===== src/rtl/gpio_regbank_pkg.sv =====
// Package: address map, reset values and pointer stepping shared by the
// register bank. Assumes an 8-bit pointer and eight ports of eight pins.
package gpio_regbank_pkg;
    localparam int NPORTS = 8;
    localparam int BYTE_W = 8;
    localparam int PTR_W  = 8;
    localparam int PIN_W  = NPORTS * BYTE_W;
    localparam int NBANK  = 11;   // banked registers 19h..23h
    localparam int NFLAT  = 9;    // global registers 28h..30h

    localparam logic [PTR_W-1:0] A_OUT      = 8'h08;
    localparam logic [PTR_W-1:0] A_STAT     = 8'h10;
    localparam logic [PTR_W-1:0] A_SEL      = 8'h18;
    localparam logic [PTR_W-1:0] A_BANK     = 8'h19;
    localparam logic [PTR_W-1:0] A_BANK_END = 8'h23;
    localparam logic [PTR_W-1:0] A_FLAT     = 8'h28;
    localparam logic [PTR_W-1:0] A_ID       = 8'h2E;
    localparam logic [PTR_W-1:0] A_LAST     = 8'h30;
    localparam logic [BYTE_W-1:0] DEV_ID    = 8'h20;

    localparam int BK_MASK   = 0;
    localparam int BK_INV    = 2;
    localparam int BK_PULLUP = 4;

    typedef logic [BYTE_W-1:0] byte_t;

    // Reset value of banked register b.
    function automatic byte_t bank_reset(int b);
        return (b == BK_MASK || b == BK_PULLUP) ? 8'hFF : 8'h00;
    endfunction

    // Reset value of global register f (index from 28h).
    function automatic byte_t flat_reset(int f);
        case (f)
            2, 4:    return 8'hFF;
            3:       return 8'h80;
            default: return 8'h00;
        endcase
    endfunction

    // Next pointer value, wrapping after the last mapped address.
    function automatic logic [PTR_W-1:0] ptr_step(logic [PTR_W-1:0] p);
        return (p >= A_LAST) ? '0 : p + 8'd1;
    endfunction
endpackage


===== src/rtl/rb_pointer.sv =====
// Register pointer: the first write byte of a transaction loads it, and every
// data byte or read request advances it. Assumes the front end never pulses
// wr_valid and rd_req in the same cycle.
module rb_pointer
    import gpio_regbank_pkg::*;
(
    input  logic             clk,
    input  logic             rst_n,
    input  logic             txn_start,
    input  logic             txn_stop,
    input  logic             wr_valid,
    input  logic [PTR_W-1:0] wr_data,
    input  logic             rd_req,
    output logic [PTR_W-1:0] ptr,
    output logic             addr_phase,
    output logic             wr_en
);
    // A data write happens only once the address byte has been taken.
    assign wr_en = wr_valid && !addr_phase;

    // Load, advance and address-phase tracking.
    always_ff @(posedge clk) begin
        if (!rst_n) begin
            ptr        <= '0;
            addr_phase <= 1'b1;
        end else begin
            if (wr_valid && addr_phase)
                ptr <= wr_data;
            else if (wr_en || rd_req)
                ptr <= ptr_step(ptr);

            if (txn_start || txn_stop)
                addr_phase <= 1'b1;
            else if (wr_valid)
                addr_phase <= 1'b0;
        end
    end
endmodule


===== src/rtl/rb_irq_port.sv =====
// Interrupt status of one port: latches unmasked pin changes and clears on
// a read of its register. A change seen at the clearing edge survives.
module rb_irq_port
    import gpio_regbank_pkg::*;
(
    input  logic        clk,
    input  logic        rst_n,
    input  byte_t       pin,
    input  byte_t       mask,
    input  logic        clr,
    output byte_t       status
);
    byte_t pin_q;
    byte_t change;

    // Edges on unmasked pins since the previous clock.
    assign change = (pin ^ pin_q) & ~mask;

    // Pin history and sticky status with clear-on-read.
    always_ff @(posedge clk) begin
        if (!rst_n) begin
            pin_q  <= pin;
            status <= '0;
        end else begin
            pin_q  <= pin;
            status <= (clr ? '0 : status) | change;
        end
    end
endmodule


===== src/rtl/rb_config.sv =====
// Writable registers: output latches, port select, the per-port bank at
// 19h..23h and the global block at 28h..30h. Gives the read value for the
// addresses it owns and zero for all other addresses.
module rb_config
    import gpio_regbank_pkg::*;
(
    input  logic             clk,
    input  logic             rst_n,
    input  logic             wr_en,
    input  logic [PTR_W-1:0] addr,
    input  byte_t            wr_data,
    output logic [PIN_W-1:0] out_port,
    output logic [PIN_W-1:0] inv_flat,
    output logic [PIN_W-1:0] mask_flat,
    output byte_t            cfg_rdata
);
    byte_t      out_q  [NPORTS];
    byte_t      bank_q [NBANK][NPORTS];
    byte_t      flat_q [NFLAT];
    logic [2:0] sel_q;

    // Output latches, written at 08h..0Fh.
    always_ff @(posedge clk) begin
        for (int p = 0; p < NPORTS; p++) begin
            if (!rst_n)
                out_q[p] <= 8'hFF;
            else if (wr_en && addr == A_OUT + 8'(p))
                out_q[p] <= wr_data;
        end
    end

    // Port select keeps only the port number.
    always_ff @(posedge clk) begin
        if (!rst_n)
            sel_q <= '0;
        else if (wr_en && addr == A_SEL)
            sel_q <= wr_data[2:0];
    end

    // Banked registers: the selected port's copy takes the write.
    always_ff @(posedge clk) begin
        for (int b = 0; b < NBANK; b++) begin
            for (int p = 0; p < NPORTS; p++) begin
                if (!rst_n)
                    bank_q[b][p] <= bank_reset(b);
                else if (wr_en && addr == A_BANK + 8'(b) && sel_q == 3'(p))
                    bank_q[b][p] <= wr_data;
            end
        end
    end

    // Global registers; the identity slot is never written.
    always_ff @(posedge clk) begin
        for (int f = 0; f < NFLAT; f++) begin
            if (!rst_n)
                flat_q[f] <= flat_reset(f);
            else if (wr_en && addr == A_FLAT + 8'(f) && addr != A_ID)
                flat_q[f] <= wr_data;
        end
    end

    // Pack per-port views for the outputs and the status logic.
    for (genvar p = 0; p < NPORTS; p++) begin : g_pack
        assign out_port [p*BYTE_W +: BYTE_W] = out_q[p];
        assign inv_flat [p*BYTE_W +: BYTE_W] = bank_q[BK_INV][p];
        assign mask_flat[p*BYTE_W +: BYTE_W] = bank_q[BK_MASK][p];
    end

    // Read selection for the addresses owned here.
    always_comb begin
        logic [3:0] boff;
        logic [3:0] foff;
        boff      = 4'(addr - A_BANK);
        foff      = 4'(addr - A_FLAT);
        cfg_rdata = '0;
        if (addr >= A_OUT && addr < A_STAT)
            cfg_rdata = out_q[addr[2:0]];
        else if (addr == A_SEL)
            cfg_rdata = {5'b0, sel_q};
        else if (addr >= A_BANK && addr <= A_BANK_END)
            cfg_rdata = bank_q[boff][sel_q];
        else if (addr == A_ID)
            cfg_rdata = DEV_ID;
        else if (addr >= A_FLAT && addr <= A_LAST)
            cfg_rdata = flat_q[foff];
    end
endmodule


===== src/rtl/gpio_regbank.sv =====
// Top of the register bank. Combines the pointer, the configuration storage
// and per-port interrupt status, and forms the read byte. Assumes one-cycle
// event pulses from a byte-level serial front end.
module gpio_regbank
    import gpio_regbank_pkg::*;
(
    input  logic             clk,
    input  logic             rst_n,
    input  logic             txn_start,
    input  logic             txn_stop,
    input  logic             wr_valid,
    input  logic [7:0]       wr_data,
    input  logic             rd_req,
    output logic [7:0]       rd_data,
    input  logic [PIN_W-1:0] pin_in,
    output logic [PIN_W-1:0] out_port,
    output logic             irq_n
);
    logic [PTR_W-1:0] ptr;
    logic             addr_phase;
    logic             wr_en;
    logic [PIN_W-1:0] inv_flat;
    logic [PIN_W-1:0] mask_flat;
    byte_t            cfg_rdata;
    byte_t            pin_b  [NPORTS];
    byte_t            inv_b  [NPORTS];
    byte_t            stat_b [NPORTS];
    logic [NPORTS-1:0] stat_any;

    rb_pointer u_ptr (
        .clk        (clk),
        .rst_n      (rst_n),
        .txn_start  (txn_start),
        .txn_stop   (txn_stop),
        .wr_valid   (wr_valid),
        .wr_data    (wr_data),
        .rd_req     (rd_req),
        .ptr        (ptr),
        .addr_phase (addr_phase),
        .wr_en      (wr_en)
    );

    rb_config u_cfg (
        .clk       (clk),
        .rst_n     (rst_n),
        .wr_en     (wr_en),
        .addr      (ptr),
        .wr_data   (wr_data),
        .out_port  (out_port),
        .inv_flat  (inv_flat),
        .mask_flat (mask_flat),
        .cfg_rdata (cfg_rdata)
    );

    // One status block per port, cleared by a read of its own register.
    for (genvar p = 0; p < NPORTS; p++) begin : g_port
        assign pin_b[p]    = pin_in[p*BYTE_W +: BYTE_W];
        assign inv_b[p]    = inv_flat[p*BYTE_W +: BYTE_W];
        assign stat_any[p] = |stat_b[p];

        rb_irq_port u_irq (
            .clk    (clk),
            .rst_n  (rst_n),
            .pin    (pin_b[p]),
            .mask   (mask_flat[p*BYTE_W +: BYTE_W]),
            .clr    (rd_req && ptr == A_STAT + 8'(p)),
            .status (stat_b[p])
        );
    end

    assign irq_n = ~|stat_any;

    // Read byte: inverted pins, status, or configuration.
    always_comb begin
        if (ptr < A_OUT)
            rd_data = pin_b[ptr[2:0]] ^ inv_b[ptr[2:0]];
        else if (ptr >= A_STAT && ptr < A_SEL)
            rd_data = stat_b[ptr[2:0]];
        else
            rd_data = cfg_rdata;
    end
endmodule


===== config.mk =====
export PLATFORM = sky130hd
export DESIGN_NAME = gpio_regbank
export DESIGN_NICKNAME = d
export VERILOG_FILES = /design/src/rtl/gpio_regbank_pkg.sv /design/src/rtl/rb_pointer.sv /design/src/rtl/rb_irq_port.sv /design/src/rtl/rb_config.sv /design/src/rtl/gpio_regbank.sv
export SDC_FILE = /design/constraint.sdc
export NUM_CORES = 2
export LEC_CHECK = 0
export BUFFER_PORTS_ARGS = -buffer_cell sky130_fd_sc_hd__buf_2
export CAP_MARGIN = 25
export CORE_UTILIZATION = 55
export CTS_CLUSTER_DIAMETER = 40
export DETAILED_ROUTE_END_ITERATION = 8
export PLACE_DENSITY_LB_ADDON = 0.05
export SYNTH_ARGS = -nofsm -noshare
export SYNTH_HDL_FRONTEND = slang
export SYNTH_SLANG_ARGS = --single-unit

===== constraint.sdc =====
create_clock -name clk -period 5.3 [get_ports clk]
set_input_delay 0.795 -clock clk [delete_from_list [all_inputs] [get_ports clk]]
set_output_delay 0.795 -clock clk [all_outputs]
set_load 0.02 [all_outputs]

Word-level counts from Yosys, hierarchy flattened
Memories as Yosys holds them, arrays and structs flattened. A register that Yosys moved wholly into a read port is not among the register bits.
Index checks and enable logic that the tools add are counted.

storage, ports and cells
  output and inout port bits = 73
  RAM bits = 840
  logic and storage cells = 827
  memories kept = 3
  bits of input ports = 78
  bits in registers = 140

operators by class
  reduce and logical (&&, ||, !) cells = 148
  add/subtract/negate cells = 3
  magnitude comparators = 12
  multiplexer cells = 456
  eq/ne operators = 45
  bitwise gates (word level) = 141

memories
  name          words  bits a word  rd ports  clocked after Yosys merged registers in  write ports  line             source
  u_cfg.bank_q  11     64           3         0                                        11           rb_config.sv:18  byte_t bank_q [NBANK][NPORTS];
  u_cfg.flat_q  9      8            1         0                                        9            rb_config.sv:19  byte_t flat_q [NFLAT];
  u_cfg.out_q   8      8            9         1                                        8            rb_config.sv:17  byte_t out_q [NPORTS];

operators by type and width
  kind                   number
  $mux W8                134
  $mux W1                316
  $logic_and A1 B1 Y1    140
  $eq A8 B5 Y1 const B   16
  $or A1 B1 Y1           105
  $eq A8 B6 Y1 const B   13
  $bmux W8 S3            4
  $xor A8 B8 Y8          9
  $and A8 B8 Y8          8
  $eq A8 B4 Y1 const B   8
  $not A8 Y8             8
  $or A8 B8 Y8           8
  $reduce_or A64 Y1      1
  $ge A8 B5 Y1 const B   2
  $ge A8 B6 Y1 const B   2
  $le A8 B6 Y1 const B   2
  $lt A8 B5 Y1 const B   2
  $eq A3 B3 Y1 const B   4
  $add A8 B1 Y8 const B  1
  $ge A4 B4 Y1 const B   2
  $ge A8 B4 Y1 const B   1
  $lt A8 B4 Y1 const B   1
  $ne A8 B6 Y1 const B   1
  $not A3 Y4             2
  other kinds (10)       15

Longest topological paths before layout
An unclocked memory read counts as a cell.

  depth after elaboration = 10
  gate-level depth with buffers = 19
  mapped depth without buffers = 8

Modules after synthesis
Synthesis repeated with hierarchy kept, for this count alone.

unflattened totals
  cells, all modules = 3607
  area total of the unflattened synthesis = 47146.5 um^2

by module, submodules not included
  module        area each (um^2)  cells an instance  instances
  rb_config     40030.9           2921               1
  rb_irq_port   559.3             49                 8
  gpio_regbank  2137.0            241                1
  rb_pointer    504.2             53                 1

Least setup slack after synthesis
Ideal clock, no wire load.

  kind = register to output
  start = register u_ptr.ptr[0]
  end = output port rd_data[5]
  cell stages (with the launch flop) = 14
  arrival = 3.606 ns
  setup slack = 0.899 ns
  path through = dfxtp_1 buf_4 buf_6 buf_6 inv_2 buf_4 buf_2 ha_1 xor2_2 mux4_1 a21o_1 o32ai_1 o211ai_1 a311oi_1

on the way
  longest elaborated chain between the ends = 10
  elaborated cells on any way between the ends = 40
  classes of those cells = 2 x add/sub; 9 x order compare; 2 x eq/ne; 19 x mux; 2 x bitwise; 4 x reduce/logical; 2 x memory

ends and longest elaborated chain
  element                                      line                source
  start, declared                              rb_pointer.sv:14    output logic [PTR_W-1:0] ptr,
  start signal, assigned                       rb_pointer.sv:28    ptr <= wr_data;
  start signal, assigned                       rb_pointer.sv:30    ptr <= ptr_step(ptr);
  $sub A4 B4 Y4                                rb_config.sv:73     boff = 4'(addr - A_BANK);
  $mem_v2 Z11 W64                              --
  $bmux W8 S3                                  rb_config.sv:81     cfg_rdata = bank_q[boff][sel_q];
  $mux W8 (not written as such) (2 in series)  rb_config.sv:81
  $mux W8                                      rb_config.sv:80     else if (addr >= A_BANK && addr <= A_BANK_END)
  $mux W8                                      rb_config.sv:78     else if (addr == A_SEL)
  $mux W8                                      rb_config.sv:76     if (addr >= A_OUT && addr < A_STAT)
  $mux W8                                      gpio_regbank.sv:77  else if (ptr >= A_STAT && ptr < A_SEL)
  $mux W8 *                                    gpio_regbank.sv:75  if (ptr < A_OUT)
  end, declared                                gpio_regbank.sv:14  output logic [7:0] rd_data,

Every way passes the cells marked *; elsewhere a longest branch is shown, timed or not. The select of a mux whose other input is x is not followed.

Worst setup path after layout
  start = register u_ptr.ptr[0]
  end = output port rd_data[1]

Same word-level chain as after synthesis.

==> run summary <==
Status = finished clean
Lkg Pwr = 19.4 nW
Most used cell, CP = buf_12
Hold path cells = 1
Path type of the worst min-delay path = in2reg
Dpl cells = 4,553
Slew Viols, Final = 0
R2r setup slk = 1.34 ns
Yosys cell types = 74
Initial Utilization = 55.6%
Fin area = 54,000 um^2
Finished Layout Cells = 4,855
Via density per instance = 6.55
Final core area utilization = 64.6%
Reg2reg end = u_cfg.bank_q[1][46]$_SDFFCE_PN0P_
Setup TNS = 0 ns
DRT Wirelength = 153 mm
Die Ht = 293 um
Worst Path Class, Setup = reg2out
Final GP Congestion = 1.06
WL per Instance = 31.5 um
Post-Synthesis Cell Area = 46,400 um^2
Crit Path Max Fanout = 54
Slowest stage delay, CP = 0.62 ns
Synth warnings = 0
CP cell instances = inv_2 > ha_4 > buf_12 > buf_12 > mux4_2 > a222oi_1 > a21oi_1 > o221ai_2 > a22oi_1 > buf_2
Net Sw Power = 5.19 mW
VDD IR-drop max = 308 uV
Avg Cell Area, Syn = 13.3 um^2
# hold bufs at CTS = 0
WHS Endpoint = g_port[6].u_irq.pin_q[1]$_DFF_P_
Max Cap Viol = 0
Share of layout cells above drive strength 1 = 25.0%
Core Rows = 106
DRT iter0 DRCs = 4,413
Worst setup margin = 0.00392 ns
Flops & latches, synth = 983
Clk Tree Root Cell = clkbuf_16
Unrepaired setup endpoints after global routing = no
Slowest CP cell = a222oi_1
Clock-pin slew on the worst setup and hold paths = 0.06 ns
Min Hold Slack = 0.191 ns
P&R area growth vs syn = 16.2%
CP Data Required Time = 4.51 ns
Pint = 15.7 mW
Switch share = 24.8%
First-pass iteration count of the detailed router = 6
Dpl cell area = 48,600 um^2
CTS Buffer Depth = 3
Slew HR = 23.8%
Register area share after synthesis = 60.5%
Endpoints failing hold = 0
DIE AREA = 85,600 um^2
Pwr dens = 387 nW/um^2
Crit. End Element = output port
Worst Setup Start Kind = flop
Total power draw = 20.9 mW
Pre-CTS WS = 0.585 ns
First-pass GRT wire length = 219 mm
Fmax = 189 MHz
Die width = 293 um
Tightest Pin Transition = 1.14 ns
DRT antenna net count = 0
Vias in the first global route = 30,600
Initial antenna violation count = 4
CORE AREA = 83,600 um^2
Post-synth ARST share = 0%
Vias after detailed routing = 31,800
Fin nets = 3,732
Largest net degree at the start of global routing = 104
Synth Instances = 3,480
EDFF count, synth = 840
Clk Latency, worst-skew pair = 0.73 ns
HPWL after detailed placement = 104 mm
Crit share post-route = 99.9%
IO Port Bufs = 150
Layout Skew = 0.0294 ns
Ports = 151
Seq pwr share = 41.6%
Share of total power in combinational logic = 10.6%
All-Layer GR Usage = 35.8%
DRC Markers = 0
WP data arrival = 4.50 ns
# clock sinks = 983
Tmin final = 5.30 ns
Total gr overflow = 0
Synth Flop Type = edfxtp_1
H-tree levels = 4
TritonCTS buffer count = 146
Reg2reg path depth = 6
Hold Startpoint = pin_in[49]
Clock Power Share = 47.8%
Final setup violating endpoints = 0
Worst r2r src = u_cfg.sel_q[1]$_SDFFE_PN0P_
TritonCTS clock tree = built
routing by layer:
| layer | share of wire [%] | GRT usage (%) |
|---|---|---|
| met2 | 45 | 54.3 |
| met5 | 0.0046 | 0 |
| met4 | 3.1 | 11.3 |
| met3 | 11 | 8.16 |
| met1 | 40 | 51.6 |
kinds of logic (layout without fill, tap and decap cells):
kind of cell / Yosys count / after routing / synth area share [%]
other cells: 1 / 10 / 0.00807
compound gates: 366 / 366 / 4.78
buf+inv: 348 / 634 / 3.44
flops: 983 / 983 / 60.5
xor+xnor: 82 / 82 / 1.58
mux: 354 / 354 / 13.4
fa+ha+maj: 5 / 5 / 0.135
simple gates: 1341 / 1341 / 16.2
final cells by class:
| cell class | instances | area [um^2] |
|---|---|---|
| clock inverter | 104 | 1280 |
| clock buffer | 168 | 3800 |
| tap | 1080 | 1350 |
| antenna | 2 | 5.00 |
| fill | 6186 | 29600 |
| inverter | 8 | 31.3 |
| sequential | 983 | 28100 |
| multi-input combinational | 2156 | 16900 |
| timing repair buffer | 354 | 2450 |
critical path: cells and delay by family (launching register included):
family,cells,cell delay [ns]
compound gates,4,1.44
fa+ha+maj,1,0.44
buf+inv,4,0.95
flops,1,0.53
mux,1,0.33
power groups by stage:
stage	Clock (mW)	Sequential, mW	Combinational (mW)
3_5_place_dp	0	8.84	2.11
2_1_floorplan	0	8.78	1.34
6_report	9.99	8.69	2.21
5_1_grt	10.4	8.70	2.29
4_1_cts	10.0	8.69	2.15
3_3_place_gp	0	8.84	2.08
cell usage after synthesis, types with 9 or more instances:
cell type / count / area [um^2]
and3_1: 329 / 2060
mux4_2: 206 / 4640
buf_4: 31 / 233
a31oi_1: 14 / 87.6
mux2i_1: 111 / 1110
or2_2: 55 / 344
or3_1: 146 / 913
and2_1: 309 / 1930
a22oi_1: 9 / 67.6
nand4_1: 12 / 75.1
nor4_1: 17 / 106
nor3_1: 10 / 50.1
nand3_1: 43 / 215
mux2_2: 34 / 383
a211oi_1: 23 / 173
a21oi_1: 116 / 581
clkbuf_1: 247 / 927
edfxtp_1: 840 / 25200
buf_2: 37 / 185
dfxtp_1: 143 / 2860
buf_6: 17 / 191
o21ai_0: 126 / 631
nor2_1: 251 / 942
xnor2_1: 73 / 639
or2_1: 14 / 87.6
nand2_1: 112 / 420
o22ai_1: 9 / 56.3
layout by cell type (no fill, tap or decap), types with 17 or more instances in the layout:
cell,count
buf_2,168
nor4_1,17
and2_1,309
mux2i_1,111
or3_1,146
a211oi_1,23
buf_4,163
mux2_2,34
a21oi_1,116
nor2_1,242
clkinv_2,18
dfxtp_1,139
or2_2,55
clkbuf_16,149
o21ai_0,124
and3_1,329
clkinvlp_4,19
nand3_1,41
edfxtp_1,840
nand2_1,112
clkbuf_1,19
xnor2_1,73
bufinv_16,22
mux4_2,206
inv_6,17
how the worst max path moves through the flow:
| stage | start | endpoint | depth (start not counted) |
|---|---|---|---|
| after floorplan | u_ptr.ptr[0]$_SDFFE_PN0N_ | rd_data[5] | 13 |
| after global placement | u_ptr.ptr[1]$_SDFFE_PN0N_ | rd_data[2] | 10 |
| after detailed placement | u_ptr.ptr[1]$_SDFFE_PN0N_ | rd_data[2] | 10 |
| after CTS | u_ptr.ptr[0]$_SDFFE_PN0N_ | rd_data[2] | 9 |
| after global routing | u_ptr.ptr[0]$_SDFFE_PN0N_ | rd_data[5] | 11 |
| final | u_ptr.ptr[0]$_SDFFE_PN0N_ | rd_data[1] | 10 |
repair_timing:
action                                  CTS  global route
endpoints found under the setup margin    7             8
buffers inserted                          7             1
pin swaps                                 1             0
resized for setup                         1            12
registers in the layout (all words and copies together) (netlist names), named ones only:
signal / cells
u_cfg.sel_q: 3
u_cfg.flat_q: 72
u_ptr.ptr: 8
g_port.u_irq.status: 64
u_cfg.out_q: 64
u_ptr.addr_phase: 1
g_port.u_irq.pin_q: 64
u_cfg.bank_q: 704
(Power assumes the default switching activity.)
